$ cat src/rtl/spwm5_pkg.sv
package spwm5_pkg;

    localparam int NUM_SW    = 5;
    localparam int NUM_PAIRS = 2;
    localparam int PAIR_LEG    = 0;   // switch 4 (hi) against switch 5 (lo)
    localparam int PAIR_BRIDGE = 1;   // switches 1+3 (hi) against switch 2 (lo)

    typedef enum logic [1:0] {
        LVL_IDLE = 2'b00,
        LVL_POS  = 2'b01,
        LVL_ZERO = 2'b10,
        LVL_NEG  = 2'b11
    } level_e;

    typedef struct packed {
        logic s5;
        logic s4;
        logic s3;
        logic s2;
        logic s1;
    } gates_t;

    // Side each pair should take for a requested level.
    function automatic logic [NUM_PAIRS-1:0] level_want(level_e lvl);
        logic [NUM_PAIRS-1:0] w;
        w[PAIR_LEG]    = (lvl == LVL_POS);
        w[PAIR_BRIDGE] = (lvl != LVL_NEG);
        return w;
    endfunction

    function automatic gates_t pairs_to_gates(logic [NUM_PAIRS-1:0] hi,
                                              logic [NUM_PAIRS-1:0] lo);
        gates_t g;
        g.s1 = hi[PAIR_BRIDGE];
        g.s3 = hi[PAIR_BRIDGE];
        g.s2 = lo[PAIR_BRIDGE];
        g.s4 = hi[PAIR_LEG];
        g.s5 = lo[PAIR_LEG];
        return g;
    endfunction

    function automatic level_e gates_to_level(gates_t g);
        level_e l;
        case (g)
            5'b01101: l = LVL_POS;
            5'b10101: l = LVL_ZERO;
            5'b10010: l = LVL_NEG;
            default:  l = LVL_IDLE;
        endcase
        return l;
    endfunction

endpackage

$ cat src/rtl/spwm5_carrier.sv
module spwm5_carrier #(
    parameter int CW = 10
) (
    input  logic          clk,
    input  logic          rst,
    input  logic          en,
    input  logic [CW-1:0] peak,
    output logic [CW-1:0] cnt,
    output logic          valley
);
    logic rising;

    always_ff @(posedge clk) begin
        if (rst || !en) begin
            cnt    <= '0;
            rising <= 1'b1;
        end else if (rising) begin
            if (cnt >= peak) begin
                if (cnt != '0) begin
                    cnt    <= cnt - 1'b1;
                    rising <= 1'b0;
                end
            end else begin
                cnt <= cnt + 1'b1;
            end
        end else begin
            if (cnt == '0) begin
                if (peak != '0) begin
                    cnt    <= {{(CW-1){1'b0}}, 1'b1};
                    rising <= 1'b1;
                end
            end else begin
                cnt <= cnt - 1'b1;
            end
        end
    end

    assign valley = (cnt == '0);

endmodule

$ cat src/rtl/spwm5_mod_select.sv
module spwm5_mod_select
    import spwm5_pkg::*;
#(
    parameter int CW = 10
) (
    input  logic                 clk,
    input  logic                 rst,
    input  logic signed [CW:0]   mod_in,
    input  logic [CW-1:0]        car_cnt,
    input  logic                 car_valley,
    output logic                 pol_eff,
    output level_e               level_req
);
    logic        pos_q;
    logic        sign_pos;
    logic [CW:0] mag;
    logic        active;

    assign sign_pos = !mod_in[CW];
    assign mag      = mod_in[CW] ? (~mod_in + 1'b1) : mod_in;
    assign active   = mag > {1'b0, car_cnt};

    // Polarity is sampled only at the carrier valley.
    always_ff @(posedge clk) begin
        if (rst)             pos_q <= 1'b1;
        else if (car_valley) pos_q <= sign_pos;
    end

    assign pol_eff = car_valley ? sign_pos : pos_q;

    always_comb begin
        if (!active)      level_req = LVL_ZERO;
        else if (pol_eff) level_req = LVL_POS;
        else              level_req = LVL_NEG;
    end

endmodule

$ cat src/rtl/spwm5_deadband.sv
module spwm5_deadband #(
    parameter int DW = 6
) (
    input  logic          clk,
    input  logic          rst,
    input  logic          en,
    input  logic          run,
    input  logic          want,
    input  logic [DW-1:0] dead,
    output logic          on_hi,
    output logic          on_lo
);
    logic          side_q;
    logic [DW-1:0] gap_q;

    always_ff @(posedge clk) begin
        if (rst || !en) begin
            side_q <= want;
            gap_q  <= dead;
        end else if (want != side_q) begin
            side_q <= want;
            gap_q  <= dead;
        end else if (run && gap_q != '0) begin
            gap_q <= gap_q - 1'b1;
        end
    end

    assign on_hi = run && (gap_q == '0) &&  side_q;
    assign on_lo = run && (gap_q == '0) && !side_q;

endmodule

$ cat src/rtl/spwm5_gate_gen.sv
module spwm5_gate_gen
    import spwm5_pkg::*;
#(
    parameter int CW = 10,
    parameter int DW = 6
) (
    input  logic                 clk,
    input  logic                 rst,
    input  logic                 en,
    input  logic signed [CW:0]   mod_in,
    input  logic [CW-1:0]        car_peak,
    input  logic [DW-1:0]        dead_cyc,
    output logic [NUM_SW-1:0]    gate_o,
    output logic [1:0]           level_o
);
    logic [CW-1:0]        car_cnt;
    logic                 car_valley;
    logic                 pol_eff;
    level_e               level_req;
    logic [NUM_PAIRS-1:0] want;
    logic [NUM_PAIRS-1:0] hi;
    logic [NUM_PAIRS-1:0] lo;
    logic                 run_q;
    gates_t               gates;

    always_ff @(posedge clk) begin
        if (rst) run_q <= 1'b0;
        else     run_q <= en;
    end

    spwm5_carrier #(.CW(CW)) u_carrier (
        .clk    (clk),
        .rst    (rst),
        .en     (en),
        .peak   (car_peak),
        .cnt    (car_cnt),
        .valley (car_valley)
    );

    spwm5_mod_select #(.CW(CW)) u_select (
        .clk        (clk),
        .rst        (rst),
        .mod_in     (mod_in),
        .car_cnt    (car_cnt),
        .car_valley (car_valley),
        .pol_eff    (pol_eff),
        .level_req  (level_req)
    );

    assign want = level_want(level_req);

    for (genvar p = 0; p < NUM_PAIRS; p++) begin : g_pair
        spwm5_deadband #(.DW(DW)) u_db (
            .clk   (clk),
            .rst   (rst),
            .en    (en),
            .run   (run_q),
            .want  (want[p]),
            .dead  (dead_cyc),
            .on_hi (hi[p]),
            .on_lo (lo[p])
        );
    end

    assign gates   = pairs_to_gates(hi, lo);
    assign gate_o  = gates;
    assign level_o = gates_to_level(gates);

endmodule

$ cat config.mk
export PLATFORM = sky130hd
export DESIGN_NAME = spwm5_gate_gen
export DESIGN_NICKNAME = d
export VERILOG_FILES = /design/src/rtl/spwm5_pkg.sv /design/src/rtl/spwm5_carrier.sv /design/src/rtl/spwm5_mod_select.sv /design/src/rtl/spwm5_deadband.sv /design/src/rtl/spwm5_gate_gen.sv
export SDC_FILE = /design/constraint.sdc
export NUM_CORES = 1
export LEC_CHECK = 0
export CAP_MARGIN = 40
export CORE_MARGIN = 1
export CORE_UTILIZATION = 31
export CTS_BUF_LIST = sky130_fd_sc_hd__clkbuf_4 sky130_fd_sc_hd__clkbuf_8
export DETAILED_ROUTE_END_ITERATION = 7
export PLACE_DENSITY_LB_ADDON = 0.08
export SYNTH_ARGS = -nofsm -noshare
export SYNTH_HDL_FRONTEND = slang
export SYNTH_SLANG_ARGS = --single-unit
$ cat constraint.sdc
create_clock -name clk -period 4.5 [get_ports clk]
set_input_delay 0.9 -clock clk [delete_from_list [all_inputs] [get_ports clk]]
set_output_delay 0.9 -clock clk [all_outputs]
set_load 0.05 [all_outputs]
* Yosys cells after proc, flatten, opt, wreduce, memory -nomap -nowiden
Cells that the tools add are included.
** Operators by class
- $add $sub $neg :: 5
- Magnitude comparators :: 2
- Equal/unequal tests :: 9
- Multiplexer cells :: 25
- Bitwise operators :: 1
- Reductions and logical operators :: 25
** Operator list (number)
- $mux 10 :: 5
- $mux 6 :: 6
- $reduce_bool 10->1 :: 2
- $logic_not 6->1 :: 2
- $reduce_bool 6->1 :: 2
- $sub 6x1->6 const B :: 2
- $add 11x1->11 const B :: 1
- $gt 11x10->1 :: 1
- $mux 11 :: 1
- $not 11->11 :: 1
- $add 10x1->10 const B :: 1
- $eq 5x5->1 const B :: 2
- $ge 10x10->1 :: 1
- $logic_not 10->1 :: 1
- $mux 1 :: 10
- $sub 10x1->10 const B :: 1
- $logic_and 1x1->1 :: 8
- $ne 3x3->1 const B :: 2
- $pmux 2 s3 :: 1
- $reduce_bool 3->1 :: 2
- $eq 5x4->1 const B :: 1
- $logic_not 1->1 :: 4
- $mux 2 :: 2
- $reduce_bool 2->1 :: 2
- 5 further kinds :: 6
** Word-level totals
- Bits in registers :: 27
- Output and inout bits :: 7
- Logic and storage cells :: 75

* Logic depth before layout (Yosys ltp)
- Word-level depth :: 9
- Mapped depth :: 15
- Gate-level depth less buffers :: 14

* Modules after synthesis
A second synthesis with hierarchy kept.
** Second synthesis, totals
- Cells, all modules :: 299
- Area, all modules :: 2635.0 sq um
** Modules (own cells, without submodules)
- spwm5_carrier :: times used 1, cells an instance 141, area an instance 1109.8 sq um, sequential area each 220.2 sq um
- spwm5_deadband :: times used 2, cells an instance 37, area an instance 462.9 sq um, sequential area each 210.2 sq um
- spwm5_mod_select :: times used 1, cells an instance 73, area an instance 511.7 sq um, sequential area each 20.0 sq um
- spwm5_gate_gen :: times used 1, cells an instance 11, area an instance 87.6 sq um, sequential area each 20.0 sq um

* Least setup slack after synthesis
No wires, ideal clock.
- Kind :: in2reg
- Start :: in mod_in[3]
- End :: reg g_pair[0].u_db.gap_q[2] (data pin)
- Setup time :: 0.260 ns
- Data arrival time :: 3.259 ns
- Data required time :: 4.240 ns
- Slack :: 0.981 ns
- Stages :: 15
- Path buffers :: 1
- Path through :: nor2_1 > nand2_1 > nor3_1 > nand2b_1 > o21ai_0 > xnor2_1 > ha_1 > and3_1 > a211oi_1 > o21ai_0 > and3_4 > xnor2_1 > and2_1 > buf_6 > mux2_4
** On the way
- Cells in the longest elaborated chain, start to end :: 9
** Ends and longest elaborated chain
- from (decl) :: RTL line spwm5_gate_gen.sv:10 : input logic signed [CW:0] mod_in,
- $not 11->11 :: RTL line spwm5_mod_select.sv:20 : assign mag = mod_in[CW] ? (~mod_in + 1'b1) : mod_in;
- $add 11x1->11 :: RTL line spwm5_mod_select.sv:20
- $mux 11 * :: RTL line spwm5_mod_select.sv:20
- $gt 11x10->1 * :: RTL line spwm5_mod_select.sv:21 : assign active = mag > {1'b0, car_cnt};
- $mux 2 * :: RTL line spwm5_mod_select.sv:32 : if (!active) level_req = LVL_ZERO;
- $eq 2x1->1 * :: RTL line spwm5_pkg.sv:26 : w[PAIR_LEG] = (lvl == LVL_POS);
- named net g_pair[0].u_db.want :: RTL line spwm5_deadband.sv:8 : input logic want,
- $ne 1x1->1 * :: RTL line spwm5_deadband.sv:20 : end else if (want != side_q) begin
- $mux 6 * :: RTL line spwm5_deadband.sv:20
- $mux 6 * :: RTL line spwm5_deadband.sv:17 : if (rst || !en) begin
- to (signal assigned) :: RTL line spwm5_deadband.sv:24 : gap_q <= gap_q - 1'b1;
- to (decl) :: RTL line spwm5_deadband.sv:14 : logic [DW-1:0] gap_q;
Mark *: on every way through the listed nets, which the timed path passes. The rest lies on a longest branch.
A chain may end at the register's enable or synchronous reset.

* Final worst setup path
- Start :: in mod_in[2]
- End :: reg g_pair[0].u_db.gap_q[3] (data pin)
Same word-level chain as after synthesis.

==> metrics <==
DR vias 2181; Unique masters post-synth 52; setup violators final 0; top post-synthesis cells by count 32 x inv_1, 29 x nand2_1, 27 x ha_1; Die ar. 8600 sq um; post-CTS resize count 0; grt ovf 0; leading area contributor after synthesis edfxtp_1; Starting Density 0.325; Seq/Total Area, Yosys 0.267; largest net degree at the start of global routing 17; max cap viols 0; first-pass GRT wire length 10200 um; CTS max path bufs 2; Fin Setup TNS 0 ps; routed len/inst 14.0 um; Synth warnings 0; Post-DRT Antenna Nets 0; Clock Skew 16.6 ps; CP max-delay cell clkdlybuf4s50_1; synthesized instance count 300; Hold WS 614 ps; Seq cells post-synth 27; synthesized cell area 2550 sq um; Initial DRC Count 80; final net count 390; vias in the first global route 2054; diode count 0; Avg Inst Size Synth 8.50 sq um; final hold viol count 0; Post-synth EDFFs 14; Area Growth Syn to Fin 18.4%; WL final 6090 um; fmax 0.245 GHz; Via density 5.03; asr flop ratio synth 0; crit path kind in -> reg; Cell Chain, Critical Path clkdlybuf4s50_1, nor2_1, nand2_1, nor3_1, nand2b_1, o21ai_0, xnor2_1, ha_1, and3_1, a211oi_1, o21ai_0, and3_4, xnor2_1, and2_1, mux2_4; CP max stage delay 490 ps; CTS buffer count 3; hold path startpoint u_select.pos_q$_SDFF_PP1_; min cycle time layout 4070 ps; port bufs 36; Critical Path End Type flop; hold crit path type reg -> reg; status finished clean; Layout Cells excl Fill 434; DP Cell Count 430; Primary FF master, synth edfxtp_1; gp weighted congestion 0.792; largest cells by area after synthesis edfxtp_1 16%, ha_1 13%, dfxtp_1 10%, xnor2_1 5.5%, inv_1 4.7%; IO Count 37; DRC errors left 0; clk_lat worst skew 280 ps; max_slew headroom 0.645; gr usage total 0.149; CP arrival 4100 ps; Clock Root Buffer clkbuf_8; clock sinks 27; RSZ-0062 raised after global routing no; count leader, synth inv_1; share of cells above drive strength 1 0.0663; CORE AREA 7850 sq um; CTS H-tree lvls 1; Crit path required time 4520 ps; DP Wirelength 4920 um; hold_buf cts 0; First-pass DRT Iterations 4; Synth top area share 0.165; Worst-path clk slew 90 ps; TritonCTS clock tree done; die height 92.7 um; fin. max-slew vios 0; worst vdd ir 0.000135 V; Net Count, Synth 357; crit path max fanout 7; Rows 32; Fill cells 843; Tightest Pin Transition 528 ps; P_leak 1.18 nW; CP startpoint mod_in[2]; Power Dens Cells 221 nW/um^2; reg2reg start u_carrier.cnt[4]$_SDFFE_PP0P_; part of the cycle the worst path needs 0.905; Startpoint Class input pin; postcts setup bufs 0; initial antenna violation count 0; DIE WIDTH 92.7 um
==> area by class of cell <==
type | count | area, sq um | area share
sequential | 27 | 681 | 0.225
inverter | 32 | 120 | 0.0398
timing repair buffer | 38 | 375 | 0.124
multi-input combinational | 231 | 1670 | 0.552
tap | 102 | 128 | 0.0422
clock buffer | 4 | 48.8 | 0.0161
==> cell families (layout without fill, tap and decap cells) <==
logic type / count (synthesis) / in the layout / share of synthesized area
flip-flops: 27 / 27 / 0.267
AND/OR/NAND/NOR: 119 / 119 / 0.251
AO/OA/AOI/OAI: 47 / 47 / 0.122
XOR/XNOR: 21 / 21 / 0.0721
adder cells (fa/ha/maj): 27 / 27 / 0.132
multiplexers: 17 / 17 / 0.0770
buffers and inverters: 42 / 74 / 0.0790
==> worst max-delay path, delay by kind of cell <==
kind | cells | cell delay, ps
mux | 1 | 330
fa+ha+maj | 1 | 290
simple gates | 7 | 1260
xor+xnor | 2 | 260
buf+inv | 1 | 490
compound gates | 3 | 570
==> routing by layer <==
layer | share of wire | routed length [um] | track usage | vias up
met1 | 0.51 | 3110 | 0.212 | 1006
met3 | 0.018 | 110 | 0.0148 | 2
met4 | 0.0038 | 23 | 0.0231 | 0
met2 | 0.47 | 2840 | 0.246 | 25
met5 | 0 | 0 | 0 | -
li1 | - | - | - | 1148
==> power breakdown <==
part	internal, mW	switching [mW]
Clock	0.0695	0.0804
Sequential	0.292	0.0238
Combinational	0.105	0.0968
==> layout by cell type, fill, tap and decap left out, types with 8 or more instances in the layout <==
master           instances
clkdlybuf4s50_1         36
inv_1                   32
nand2_1                 29
ha_1                    27
nor2_1                  19
nand3_1                 17
xnor2_1                 16
edfxtp_1                14
nor3_1                  13
dfxtp_1                 13
a21oi_1                 12
nand4_1                  9
mux2i_1                  8
==> registers in the layout, summed over array words and instances, names as in the netlist <==
signal              flops
run_q                   1
u_carrier.cnt          10
u_carrier.rising        1
g_pair.u_db.side_q      2
g_pair.u_db.gap_q      12
u_select.pos_q          1
==> metrics by stage <==
step           utilization  setup WS, ps  cell area (sq um)  power [mW]
6_report             0.385           426               3020       0.667
5_1_grt              0.385           124               3020       0.712
4_1_cts              0.385           429               3020       0.676
3_5_place_dp         0.379           128               2970       0.524
3_3_place_gp         0.379           195               2970       0.522
2_1_floorplan            -           981               2550       0.460
==> worst paths after layout <==
kind | end | slack (ps) | cells past startpoint
setup / recovery | g_pair[0].u_db.gap_q[3]$_DFFE_PP_ | 430 | 15
hold / removal | u_select.pos_q$_SDFF_PP1_ | 610 | 3
setup reg to reg | g_pair[0].u_db.gap_q[3]$_DFFE_PP_ | 1610 | 9
hold reg to reg | u_select.pos_q$_SDFF_PP1_ | 610 | 3
Note: power is estimated with default switching activity, not from simulation.
